## src/rtl/sramTimingPkg.sv

```systemverilog
package sramTimingPkg;
  localparam int DATA_W = 32;

  typedef struct packed {
    logic       extMode;
    logic       wrEn;
    logic [1:0] width;
    logic       muxEn;
  } bankCtrl_t;

  typedef struct packed {
    logic [3:0] busTurn;
    logic [7:0] dataSt;
    logic [3:0] addHld;
    logic [3:0] addSet;
  } timing_t;

  typedef struct packed {
    logic accept;
    logic capture;
    logic active;
    logic advOn;
    logic addrOnData;
    logic dataOn;
    logic oeOn;
    logic weOn;
  } strobes_t;

  localparam bankCtrl_t CTRL_RST   = '0;
  localparam timing_t   TIMING_RST = '{busTurn: 4'hF, dataSt: 8'hFF, addHld: 4'hF, addSet: 4'hF};

  function automatic logic [DATA_W-1:0] laneMask(input logic [1:0] size, input logic [1:0] width);
    logic [1:0] s, w, e;
    s = (size == 2'd3) ? 2'd2 : size;
    w = (width == 2'd3) ? 2'd2 : width;
    e = (s < w) ? s : w;
    case (e)
      2'd0:    laneMask = DATA_W'(32'h0000_00FF);
      2'd1:    laneMask = DATA_W'(32'h0000_FFFF);
      default: laneMask = '1;
    endcase
  endfunction
endpackage

```

## src/rtl/sramTimingCtrl.sv

```systemverilog
module sramTimingCtrl import sramTimingPkg::*; (
  input  logic     clk,
  input  logic     rstN,
  input  logic     reqValid,
  input  logic     reqWrite,
  input  logic     selMux,
  input  logic     selWrEn,
  input  timing_t  selTiming,
  output strobes_t strb,
  output logic     reqReady
);
  typedef enum logic [2:0] {ST_IDLE, ST_SETUP, ST_HOLD, ST_DATA, ST_TURN} state_t;

  state_t     state;
  logic [7:0] cnt;
  logic       muxQ, wrQ, wrOkQ, readyQ;
  logic [3:0] hldQ, turnQ;
  logic [7:0] datQ;
  logic       accept, lastCyc;
  logic [3:0] hldN;
  logic [7:0] datN;

  assign accept  = (state == ST_IDLE) && reqValid && !readyQ;
  assign lastCyc = (cnt == 8'd1);
  assign hldN    = (selTiming.addHld == 4'd0) ? 4'd1 : selTiming.addHld;
  always_comb begin
    if (reqWrite) datN = (selTiming.dataSt < 8'd2) ? 8'd2 : selTiming.dataSt;
    else          datN = (selTiming.dataSt == 8'd0) ? 8'd1 : selTiming.dataSt;
  end

  always_ff @(posedge clk) begin
    if (!rstN) begin
      state <= ST_IDLE; cnt <= '0; readyQ <= 1'b0;
      muxQ <= 1'b0; wrQ <= 1'b0; wrOkQ <= 1'b0;
      hldQ <= '0; turnQ <= '0; datQ <= '0;
    end else begin
      readyQ <= 1'b0;
      case (state)
        ST_IDLE: if (accept) begin
          muxQ <= selMux; wrQ <= reqWrite; wrOkQ <= selWrEn;
          hldQ <= hldN; datQ <= datN; turnQ <= selTiming.busTurn;
          if (selTiming.addSet != 4'd0) begin state <= ST_SETUP; cnt <= 8'(selTiming.addSet); end
          else if (selMux)              begin state <= ST_HOLD;  cnt <= 8'(hldN); end
          else                          begin state <= ST_DATA;  cnt <= datN; end
        end
        ST_SETUP: if (lastCyc) begin
          if (muxQ) begin state <= ST_HOLD; cnt <= 8'(hldQ); end
          else      begin state <= ST_DATA; cnt <= datQ; end
        end else cnt <= cnt - 8'd1;
        ST_HOLD: if (lastCyc) begin state <= ST_DATA; cnt <= datQ; end
                 else cnt <= cnt - 8'd1;
        ST_DATA: if (lastCyc) begin
          readyQ <= 1'b1;
          if (turnQ != 4'd0) begin state <= ST_TURN; cnt <= 8'(turnQ); end
          else state <= ST_IDLE;
        end else cnt <= cnt - 8'd1;
        ST_TURN: if (lastCyc) state <= ST_IDLE;
                 else cnt <= cnt - 8'd1;
        default: state <= ST_IDLE;
      endcase
    end
  end

  always_comb begin
    strb            = '0;
    strb.accept     = accept;
    strb.active     = (state == ST_SETUP) || (state == ST_HOLD) || (state == ST_DATA);
    strb.advOn      = (state == ST_SETUP) && muxQ;
    strb.addrOnData = muxQ && ((state == ST_SETUP) || (state == ST_HOLD));
    strb.dataOn     = (state == ST_DATA) && wrQ && wrOkQ;
    strb.oeOn       = (state == ST_DATA) && !wrQ;
    strb.weOn       = (state == ST_DATA) && wrQ && wrOkQ && !lastCyc;
    strb.capture    = (state == ST_DATA) && !wrQ && lastCyc;
  end

  assign reqReady = readyQ;

  AST_READY_ONE_CYCLE: assert property (@(posedge clk) disable iff (!rstN) readyQ |=> !readyQ);
  AST_READY_BUS_FREE: assert property (@(posedge clk) disable iff (!rstN) readyQ |-> !strb.active);
  AST_HOLD_ONLY_MUX: assert property (@(posedge clk) disable iff (!rstN) (state == ST_HOLD) |-> muxQ);
  AST_NO_ACCEPT_AFTER_READY: assert property (@(posedge clk) disable iff (!rstN) readyQ |=> !strb.active);
endmodule

```

## src/rtl/sramTimingDp.sv

```systemverilog
module sramTimingDp import sramTimingPkg::*; #(
  parameter  int NUM_BANKS = 4,
  parameter  int ADDR_W    = 24,
  localparam int BANK_W    = $clog2(NUM_BANKS)
) (
  input  logic              clk,
  input  logic              rstN,
  input  logic              cfgWrite,
  input  logic [BANK_W-1:0] cfgBank,
  input  logic [1:0]        cfgSel,
  input  logic [DATA_W-1:0] cfgData,
  input  logic              reqWrite,
  input  logic [BANK_W-1:0] reqBank,
  input  logic [ADDR_W-1:0] reqAddr,
  input  logic [1:0]        reqSize,
  input  logic [DATA_W-1:0] reqWdata,
  input  strobes_t          strb,
  output logic              selMux,
  output logic              selWrEn,
  output timing_t           selTiming,
  output logic [DATA_W-1:0] rspData,
  output logic [NUM_BANKS-1:0] memCsN,
  output logic [ADDR_W-1:0] memAddr,
  output logic [DATA_W-1:0] memDataOut,
  output logic              memDataOe,
  input  logic [DATA_W-1:0] memDataIn,
  output logic              memOeN,
  output logic              memWeN,
  output logic              memAdvN
);
  bankCtrl_t ctrlQ  [NUM_BANKS];
  timing_t   rdTimQ [NUM_BANKS];
  timing_t   wrTimQ [NUM_BANKS];
  bankCtrl_t reqCtrl;
  logic [BANK_W-1:0] bankQ;
  logic [ADDR_W-1:0] addrQ;
  logic [DATA_W-1:0] wdataQ, maskQ, rspQ, addrBus, reqMask;
  logic cfgUnused;

  assign cfgUnused = ^cfgData[DATA_W-1:20];

  always_ff @(posedge clk) begin
    for (int b = 0; b < NUM_BANKS; b++) begin
      if (!rstN) begin
        ctrlQ[b] <= CTRL_RST; rdTimQ[b] <= TIMING_RST; wrTimQ[b] <= TIMING_RST;
      end else if (cfgWrite && cfgBank == BANK_W'(b)) begin
        case (cfgSel)
          2'd0:    ctrlQ[b]  <= bankCtrl_t'(cfgData[4:0]);
          2'd1:    rdTimQ[b] <= timing_t'(cfgData[19:0]);
          2'd2:    wrTimQ[b] <= timing_t'(cfgData[19:0]);
          default: ;
        endcase
      end
    end
  end

  assign reqCtrl   = ctrlQ[reqBank];
  assign selMux    = reqCtrl.muxEn;
  assign selWrEn   = reqCtrl.wrEn;
  assign selTiming = (reqWrite && reqCtrl.extMode) ? wrTimQ[reqBank] : rdTimQ[reqBank];
  assign reqMask   = laneMask(reqSize, reqCtrl.width);

  always_ff @(posedge clk) begin
    if (!rstN) begin
      bankQ <= '0; addrQ <= '0; wdataQ <= '0; maskQ <= '0; rspQ <= '0;
    end else begin
      if (strb.accept) begin
        bankQ <= reqBank; addrQ <= reqAddr;
        wdataQ <= reqWdata & reqMask; maskQ <= reqMask;
      end
      if (strb.capture) rspQ <= memDataIn & maskQ;
    end
  end

  always_comb begin
    addrBus = '0;
    addrBus[ADDR_W-1:0] = addrQ;
  end

  generate
    for (genvar g = 0; g < NUM_BANKS; g++) begin : gCs
      assign memCsN[g] = !(strb.active && bankQ == BANK_W'(g));
    end
  endgenerate

  assign memAddr    = addrQ;
  assign memDataOut = strb.addrOnData ? addrBus : wdataQ;
  assign memDataOe  = strb.addrOnData || strb.dataOn;
  assign memOeN     = !strb.oeOn;
  assign memWeN     = !strb.weOn;
  assign memAdvN    = !strb.advOn;
  assign rspData    = rspQ;

  AST_CS_ONEHOT: assert property (@(posedge clk) disable iff (!rstN) $onehot0(~memCsN));
  AST_WE_NEEDS_ENABLE: assert property (@(posedge clk) disable iff (!rstN) !memWeN |-> ctrlQ[bankQ].wrEn);
  AST_OE_WE_EXCLUSIVE: assert property (@(posedge clk) disable iff (!rstN) !(!memOeN && !memWeN));
  AST_ADV_WITH_ADDR: assert property (@(posedge clk) disable iff (!rstN) !memAdvN |-> (memDataOe && memDataOut == addrBus));
  AST_STROBE_NEEDS_CS: assert property (@(posedge clk) disable iff (!rstN) (!memOeN || !memWeN) |-> !(&memCsN));
endmodule

```

## src/rtl/sramTimingCtl.sv

```systemverilog
module sramTimingCtl import sramTimingPkg::*; #(
  parameter  int NUM_BANKS = 4,
  parameter  int ADDR_W    = 24,
  localparam int BANK_W    = $clog2(NUM_BANKS)
) (
  input  logic                 clk,
  input  logic                 rstN,
  input  logic                 cfgWrite,
  input  logic [BANK_W-1:0]    cfgBank,
  input  logic [1:0]           cfgSel,
  input  logic [DATA_W-1:0]    cfgData,
  input  logic                 reqValid,
  input  logic                 reqWrite,
  input  logic [BANK_W-1:0]    reqBank,
  input  logic [ADDR_W-1:0]    reqAddr,
  input  logic [1:0]           reqSize,
  input  logic [DATA_W-1:0]    reqWdata,
  output logic                 reqReady,
  output logic [DATA_W-1:0]    rspData,
  output logic [NUM_BANKS-1:0] memCsN,
  output logic [ADDR_W-1:0]    memAddr,
  output logic [DATA_W-1:0]    memDataOut,
  output logic                 memDataOe,
  input  logic [DATA_W-1:0]    memDataIn,
  output logic                 memOeN,
  output logic                 memWeN,
  output logic                 memAdvN
);
  strobes_t strb;
  timing_t  selTiming;
  logic     selMux, selWrEn;

  sramTimingCtrl uCtrl (
    .clk(clk), .rstN(rstN), .reqValid(reqValid), .reqWrite(reqWrite),
    .selMux(selMux), .selWrEn(selWrEn), .selTiming(selTiming),
    .strb(strb), .reqReady(reqReady)
  );

  sramTimingDp #(.NUM_BANKS(NUM_BANKS), .ADDR_W(ADDR_W)) uDp (
    .clk(clk), .rstN(rstN), .cfgWrite(cfgWrite), .cfgBank(cfgBank), .cfgSel(cfgSel),
    .cfgData(cfgData), .reqWrite(reqWrite), .reqBank(reqBank), .reqAddr(reqAddr),
    .reqSize(reqSize), .reqWdata(reqWdata), .strb(strb), .selMux(selMux),
    .selWrEn(selWrEn), .selTiming(selTiming), .rspData(rspData), .memCsN(memCsN),
    .memAddr(memAddr), .memDataOut(memDataOut), .memDataOe(memDataOe),
    .memDataIn(memDataIn), .memOeN(memOeN), .memWeN(memWeN), .memAdvN(memAdvN)
  );
endmodule

```

## config.mk

```make
export PLATFORM = sky130hd
export DESIGN_NAME = sramTimingCtl
export DESIGN_NICKNAME = d
export VERILOG_FILES = /design/src/rtl/sramTimingPkg.sv /design/src/rtl/sramTimingCtrl.sv /design/src/rtl/sramTimingDp.sv /design/src/rtl/sramTimingCtl.sv
export SDC_FILE = /design/constraint.sdc
export NUM_CORES = 1
export LEC_CHECK = 0
export ABC_AREA = 1
export BUFFER_PORTS_ARGS = -buffer_cell sky130_fd_sc_hd__buf_2
export CAP_MARGIN = 30
export CORE_ASPECT_RATIO = 0.7
export CORE_UTILIZATION = 57
export DETAILED_ROUTE_END_ITERATION = 16
export PLACE_DENSITY = 0.77
export SYNTH_ARGS = -nofsm -noshare
export SYNTH_HDL_FRONTEND = slang
export SYNTH_SLANG_ARGS = --single-unit
```

## constraint.sdc

```tcl
create_clock -name clk -period 3.4 [get_ports clk]
set_input_delay 0.34 -clock clk [delete_from_list [all_inputs] [get_ports clk]]
set_output_delay 0.34 -clock clk [all_outputs]
set_load 0.01 [all_outputs]
```

==> results of run 1 <==
[power groups by stage]
stage	registers, uW	clock network, uW	logic (uW)
finish	4490	3570	2140
global route	4530	3740	2360
global placement	4540	0	2010
detailed placement	4560	0	2060
CTS	4480	3620	2090
floorplan	4520	0	1430
[registers in the layout, summed over array words and instances (netlist names), 4 cells and up]
register     count
uDp.rdTimQ      80
uDp.wrTimQ      80
uDp.rspData     32
uDp.wdataQ      32
uDp.memAddr     24
uDp.ctrlQ       20
uCtrl.cnt        8
uCtrl.datQ       8
uCtrl.hldQ       4
uCtrl.turnQ      4
[tightest hold or removal path: stages]
cell and delay (ns):
buf_2 0.08, nor2_1 0.04, nor2_1 0.08
[metal layers]
layer  GRT usage (%)  part of all wire [%]
met5               0                     0
met4            7.18                   2.4
met3            4.92                   9.4
met2            47.4                    46
met1            42.6                    43
[synth_stat cells, types with 2 or more instances]
master and instances:
a31oi_1 5, nand4_1 5, nor2_4 3, nor2_2 5, a21oi_1 79, xor2_1 2
nor3_4 2, inv_1 105, o21ai_1 6, o21ai_0 110, nand3_1 127, ha_1 4
xnor2_1 2, inv_2 6, a32o_1 2, a221oi_1 3, buf_2 24, o22ai_1 12
o211ai_1 12, nor2_1 200, nand2_1 517, buf_4 8, edfxtp_1 180, buf_6 4
nand2_4 3, dfxtp_1 124, nand2_2 3, clkbuf_1 68, or2_2 2, nor3_1 8
nand3_2 2
[stage by stage]
step,cell area (sq um),total power [uW]
global placement,15000,6550
detailed placement,15100,6620
finish,16400,10200
floorplan,13800,5950
global route,16400,10600
CTS,16400,10200
[cells by family (layout without fill, tap and decap cells)]
| kind of cell | count (synthesis) | count (layout) | share of synthesized area [%] |
|---|---|---|---|
| AND/OR/NAND/NOR | 881 | 881 | 26.2 |
| adder cells (fa/ha/maj) | 4 | 4 | 0.364 |
| flip-flops | 304 | 304 | 57.3 |
| buffers and inverters | 218 | 444 | 6.62 |
| AO/OA/AOI/OAI | 233 | 233 | 9.11 |
| multiplexers | 1 | 1 | 0.0728 |
| XOR/XNOR | 4 | 4 | 0.255 |
[final timing paths]
kind / startpoint / to / slack [ns] / cells past startpoint
min reg2reg: uDp.rspData[26]$_SDFFE_PN0P_ / uDp.rspData[26]$_SDFFE_PN0P_ / 0.46 / 2
max: uCtrl.state[1]$_SDFFE_PN0P_ / memDataOut[22] / 0.57 / 10
max reg2reg: uCtrl.state[0]$_SDFFE_PN0P_ / uDp.rspData[12]$_SDFFE_PN0P_ / 0.90 / 10
min: reqWdata[4] / uDp.wdataQ[4]$_SDFFE_PN0P_ / 0.009 / 3
[cell type report]
cell class / count / area (sq um)
fill: 1868 / 7250
sequential: 304 / 7890
clock buffer: 40 / 891
inverter: 113 / 427
clock inverter: 16 / 194
timing repair buffer: 275 / 1610
multi-input combinational: 1123 / 4980
tap: 318 / 398
==> flow_metrics.py, run 1 <==
metrics = {
    "finish": {
        "final_nets": 1984,
        "final_cell_mix": "nand2_1 (517), buf_2 (217), nor2_1 (199)",
        "instances_no_fill": 2189,
        "layout_commonest_cell": "nand2_1",
        "syn2layout_area_growth_pct": 19.1,
        "antennaDiodeCount": 0,
        "drive_above_1_share_pct": 18.1,
        "final_util_pct": 69.3,
    },
    "route": {
        "viasPerCell": 5.54,
        "drt_iter0_markers": 1128,
        "ant_nets": 0,
        "wirelength_mm": 37.1,
        "dr.pass1.iters": 7,
        "vias": 12135,
        "wl_per_cell_microns": 17.0,
        "drcViolationCount": 0,
    },
    "floorplan": {
        "start_util_pct": 58.2,
        "coreArea_sq_um": 23600,
        "ios": 230,
        "fp-row-count": 47,
        "die-area_sq_um": 24800,
        "die_x_microns": 188,
        "fp.dieH_microns": 132,
    },
    "logic_synthesis": {
        "synth.distinct_cells": 43,
        "yosys_warnings": 0,
        "synth-edff-count": 180,
        "syn_area_per_cell_sq_um": 8.36,
        "synth_area_sq_um": 13800,
        "synth_cells": 1645,
        "synth_nets": 1782,
        "ys.flop_type": "edfxtp_1",
        "synth_top_area_cell": "edfxtp_1",
        "async_flop_share_pct": 0,
        "yosys.area.top_type_share_pct": 39.3,
        "synth-seq-cells": 304,
        "yosysSeqAreaShare_pct": 57.3,
        "ys_top_cells_by_area": "edfxtp_1 (39%), dfxtp_1 (18%), nand2_1 (14%)",
    },
    "critical_path": {
        "end_kind": "output port",
        "critPathKind": "flop to output port",
        "slowest_delay_ns": 0.36,
        "cp_common_cell": "nand2_1",
        "path_cells": "inv_1 > nand3_1 > nand2_1 > inv_1 > nor2_2 > buf_4 > inv_2 > nand2_1 > nand2_1 > buf_2",
        "startpoint_type": "flop",
        "cp_top_family": "buffers and inverters",
        "cp_max_fo": 33,
        "crit_arrival_ns": 2.49,
        "cp_slowest_cell": "buf_4",
        "cp_data_required_time_ns": 3.06,
        "cp.buffers_inverters": 5,
    },
    "cts": {
        "clock_path_buffers": 3,
        "clock_latency_ns": 0.57,
        "cts_num_sinks": 304,
        "root_buffer": "clkbuf_16",
        "cts_resized": 0,
        "htree_levels": 1,
        "cts_hold_buf": 24,
        "path_clk_slew_ns": 0.06,
        "cts_setup_buffers": 0,
        "cts_tree": "built",
        "cts_made_buffers": 30,
    },
    "flow_run": {
        "drv_cap": 0,
    },
    "global_routing": {
        "antenna_found_initial": 0,
        "grt_pass1_wl_mm": 59.1,
        "grt_start_max_net_pins": 73,
        "grt-ovfl-total": 0,
        "track_usage_pct": 29.7,
        "grt_pass1_vias": 11470,
    },
    "placed_design": {
        "dp_slack_ns": 0.737,
        "dpl.cell_count": 2109,
        "post-dp-hpwl_mm": 23.6,
        "place.port_buffers": 217,
        "gp_congestion": 0.882,
    },
    "sta": {
        "worst_slack_ns": 0.567,
        "hold_viol": 0,
        "post-route-period-util_pct": 83.3,
        "worstMarginPinSlew_ns": 0.941,
        "setup_viol": 0,
        "rsz0062_at_grt": "false",
        "fin_crit_ns": 2.83,
        "slew_violations": 0,
        "finClkSkew_ns": 0.0239,
        "relSlewSlack_pct": 37.2,
        "max_freq_mhz": 353,
        "tns_ns": 0,
        "hold_slack_ns": 0.00900,
    },
    "pwr": {
        "swShare_pct": 30.4,
        "p_leak_uw": 0.00694,
        "clockPowerShare_pct": 35.0,
        "internal-power_uw": 7100,
        "power_frac_seq_pct": 44.0,
        "ir_drop_v": 0.000524,
        "combPwrFrac_pct": 21.0,
        "switching_power_uw": 3100,
        "p_per_area_nw_per_um2": 622,
    },
    "min_path": {
        "hold_class": "primary input to flop",
    },
    "outcome": {
        "status": "completed",
    },
}
Power figures use the tool's default switching activity.
==> inputs of run 2 (changes only) <==
--- a/config.mk
+++ b/config.mk
@@ -5,13 +5,13 @@
 export SDC_FILE = /design/constraint.sdc
 export NUM_CORES = 1
 export LEC_CHECK = 0
-export ABC_AREA = 1
+export ABC_AREA = 0
 export BUFFER_PORTS_ARGS = -buffer_cell sky130_fd_sc_hd__buf_2
 export CAP_MARGIN = 30
 export CORE_ASPECT_RATIO = 0.7
-export CORE_UTILIZATION = 57
+export CORE_UTILIZATION = 51
 export DETAILED_ROUTE_END_ITERATION = 16
-export PLACE_DENSITY = 0.77
+export PLACE_DENSITY = 0.72
 export SYNTH_ARGS = -nofsm -noshare
 export SYNTH_HDL_FRONTEND = slang
 export SYNTH_SLANG_ARGS = --single-unit
==> constraint.sdc (replaced) <==
create_clock -name clk -period 2.5 [get_ports clk]
set_input_delay 0.25 -clock clk [delete_from_list [all_inputs] [get_ports clk]]
set_output_delay 0.25 -clock clk [all_outputs]
set_load 0.01 [all_outputs]
==> run 2 against run 1 <==
Critical endpoint is now uCtrl.cnt[0]$_SDFFE_PN0P_. Via count down 8.9%. Combinational power down 14%. Sequential power up 29%. Setup slack worse by 0.63 ns. Clock power up 26%. Sequential share of layout area down 2.8 points. Non-clock buffer count up 94. Synthesized cell count down 26%. The flow now finishes with violations (negative setup slack). Register-to-register slack worse by 0.97 ns. Die area up 12%. Clock skew down 0.013 ns.
==> flow_metrics.py, run 2 <==
metrics = {
    "pwr": {
        "p_leak_uw": 0.00648,
        "p_per_area_nw_per_um2": 696,
        "power_uw": 12100,
        "internal-power_uw": 9010,
        "swShare_pct": 25.7,
        "combPwrFrac_pct": 15.1,
        "clockPowerShare_pct": 37.0,
        "switching_power_uw": 3110,
        "power_frac_seq_pct": 47.9,
        "ir_drop_v": 0.000488,
    },
    "logic_synthesis": {
        "syn_area_per_cell_sq_um": 11.3,
        "synthTopCellsByCount": "edfxtp_1 (180), or3_1 (161), nand2_1 (151)",
        "synth_top_area_cell": "edfxtp_1",
        "synth_nets": 1361,
        "yosys_warnings": 0,
        "synth-edff-count": 180,
        "synth_cells": 1224,
        "ys_top_cells_by_area": "edfxtp_1 (39%), dfxtp_1 (18%), or3_1 (7.3%)",
        "yosysSeqAreaShare_pct": 57.2,
        "synth_area_sq_um": 13800,
        "async_flop_share_pct": 0,
        "synth-seq-cells": 304,
        "yosys.area.top_type_share_pct": 39.2,
        "synth.distinct_cells": 62,
        "synth_most_common_cell": "edfxtp_1",
        "ys.flop_type": "edfxtp_1",
    },
    "sta": {
        "rsz0062_at_grt": "true",
        "finClkSkew_ns": 0.0111,
        "relSlewSlack_pct": 34.6,
        "tns_ns": -0.0906,
        "setup_viol": 2,
        "fin_crit_ns": 2.57,
        "max_freq_mhz": 390,
        "worst_slack_ns": -0.0674,
        "slew_violations": 0,
        "post-route-period-util_pct": 103,
        "worstMarginPinSlew_ns": 0.971,
        "hold_viol": 0,
    },
    "route": {
        "dr.pass1.iters": 5,
        "wl_per_cell_microns": 20.3,
        "ant_nets": 0,
        "drcViolationCount": 0,
        "wirelength_mm": 38.4,
        "viasPerCell": 5.84,
        "vias": 11056,
        "drt_iter0_markers": 1048,
    },
    "critical_path": {
        "critPathKind": "flop to flop",
        "cp_max_fo": 4,
        "cp_common_cell": "or4_4",
        "cp_slowest_cell": "or4_4",
        "crit_cells": 6,
        "r2r_end": "uCtrl.cnt[0]$_SDFFE_PN0P_",
        "timing.rr.start": "uDp.wrTimQ[2][14]$_SDFFCE_PN1P_",
        "reg2reg_slack_ns": -0.07,
        "reg2regPathDepth": 6,
        "end_kind": "flop",
        "crit_arrival_ns": 2.99,
        "cp.buffers_inverters": 0,
        "startpoint_type": "flop",
        "cp_data_required_time_ns": 2.92,
        "cp_top_family": "simple AND/OR/NAND/NOR gates",
        "slowest_delay_ns": 0.55,
        "path_cells": "mux4_2 > or4_4 > or4_4 > a21o_1 > a221oi_2 > o21ai_1",
    },
    "finish": {
        "final_cell_mix": "buf_2 (217), edfxtp_1 (180), or3_1 (161)",
        "fill_cells": 1963,
        "final_nets": 1650,
        "drive_above_1_share_pct": 28.1,
        "largestRegisters": "uDp.rdTimQ (80), uDp.wrTimQ (80)",
        "layout_commonest_cell": "buf_2",
        "syn2layout_area_growth_pct": 26.2,
    },
    "min_path": {
        "hold_class": "primary input to flop",
        "hold-path-endpoint": "uDp.rdTimQ[0][19]$_SDFFCE_PN1P_",
        "hp-start": "cfgData[19]",
        "holdPathStages": 2,
    },
    "cts": {
        "cts_num_sinks": 304,
        "cts_made_buffers": 29,
        "path_clk_slew_ns": 0.07,
        "htree_levels": 1,
        "clock_path_buffers": 3,
        "cts_tree": "built",
        "clock_latency_ns": 0.55,
        "root_buffer": "clkbuf_16",
    },
    "global_routing": {
        "track_usage_pct": 27.6,
        "grt_pass1_wl_mm": 60.0,
        "grt_start_max_net_pins": 119,
        "antenna_found_initial": 1,
        "grt_pass1_vias": 10648,
        "grt-ovfl-total": 0,
    },
    "placed_design": {
        "post-dp-hpwl_mm": 23.7,
        "gp_congestion": 0.879,
        "place.port_buffers": 217,
    },
    "floorplan": {
        "fp.dieH_microns": 140,
        "coreArea_sq_um": 26100,
        "ios": 230,
        "fp-row-count": 49,
        "die_x_microns": 199,
        "start_util_pct": 52.8,
        "die-area_sq_um": 27700,
    },
    "flow_run": {
        "drv_cap": 0,
    },
    "outcome": {
        "status": "complete, but fails checks",
        "violations": "negative setup slack",
    },
}
run 2: changes by cell type in the layout (fill, tap and decap cells not counted), sizes merged, moves of 30 or more:
cell         change
o21ai           -93
or3            +161
mux4            +44
inv             -98
nand2          -372
nor2           -173
and2            +30
nand3           -66
a21oi           +31
dlygate4sd3     +65
run 2: cell families after synthesis:
family / share of synthesized area (%)
muxes: 11.0
xor gates and xnor gates: 0.445
adders and majority gates: 0.363
AOI/OAI and AO/OA: 8.34
and+or+nand+nor: 18.9
DFF: 57.2
buffers and inverters: 3.70
run 2: cell type report:
| class | count | area [sq um] | area share (%) |
|---|---|---|---|
| Antenna cell | 1 | 2.50 | 0.0144 |
| Clock buffer | 35 | 801 | 4.60 |
| Clock inverter | 18 | 173 | 0.992 |
| Inverter | 14 | 53.8 | 0.309 |
| Multi-Input combinational cell | 795 | 5450 | 31.3 |
| Sequential cell | 304 | 7900 | 45.4 |
| Tap cell | 357 | 447 | 2.57 |
| Timing Repair Buffer | 369 | 2580 | 14.8 |
run 2: power groups by stage:
stage	Clock [uW]	Combinational, uW	Sequential, uW
after detailed placement	0	1670	5900
after CTS	4550	1800	5790
after floorplan	0	1060	5830
after global routing	4740	1980	5840
after global placement	0	1640	5890
final	4490	1830	5800
run 2: timing repair:
item	in CTS	in global routing
setup buffers	0	0
hold buffers	89	0
pin swaps	3	1
endpoints found under the hold margin	89	0
setup endpoints to repair	28	9
gates cloned	0	1
gates resized for setup	5	4
run 2: per-layer routing:
layer  GRT usage [%]  up-vias  routed length (microns)
li1                -     5094                        -
met1            40.7     5440                    16900
met2            43.3      444                    18200
met3            3.47       78                     2410
met4            7.29        0                      899
met5               0        -                        0
run 2: how the worst max path moves through the flow:
stage / from / slack, ns / to
after global routing: uDp.wrTimQ[2][14]$_SDFFCE_PN1P_ / -0.14 / uCtrl.cnt[0]$_SDFFE_PN0P_
after floorplan: cfgBank[0] / -0.42 / uDp.rdTimQ[0][0]$_SDFFCE_PN1P_
after detailed placement: reqBank[0] / -0.36 / uCtrl.cnt[0]$_SDFFE_PN0P_
after CTS: uDp.wrTimQ[2][14]$_SDFFCE_PN1P_ / -0.12 / uCtrl.cnt[0]$_SDFFE_PN0P_
final: uDp.wrTimQ[2][14]$_SDFFCE_PN1P_ / -0.07 / uCtrl.cnt[0]$_SDFFE_PN0P_
after global placement: reqBank[0] / -0.31 / uCtrl.turnQ[3]$_SDFFE_PN0P_
run 2: per-stage QoR:
stage               instance area, sq um  hold WS [ns]  worst slack [ns]  utilization [%]  instances
floorplan                          13800         0.386            -0.422                -       1224
CTS                                17400        0.0371            -0.125             66.5       1891
global placement                   15500         0.434            -0.313             59.2       1747
finish                             17400        0.0545           -0.0674             66.6       1893
detailed placement                 15500         0.439            -0.360             59.3       1749
global route                       17400        0.0594            -0.139             66.6       1893
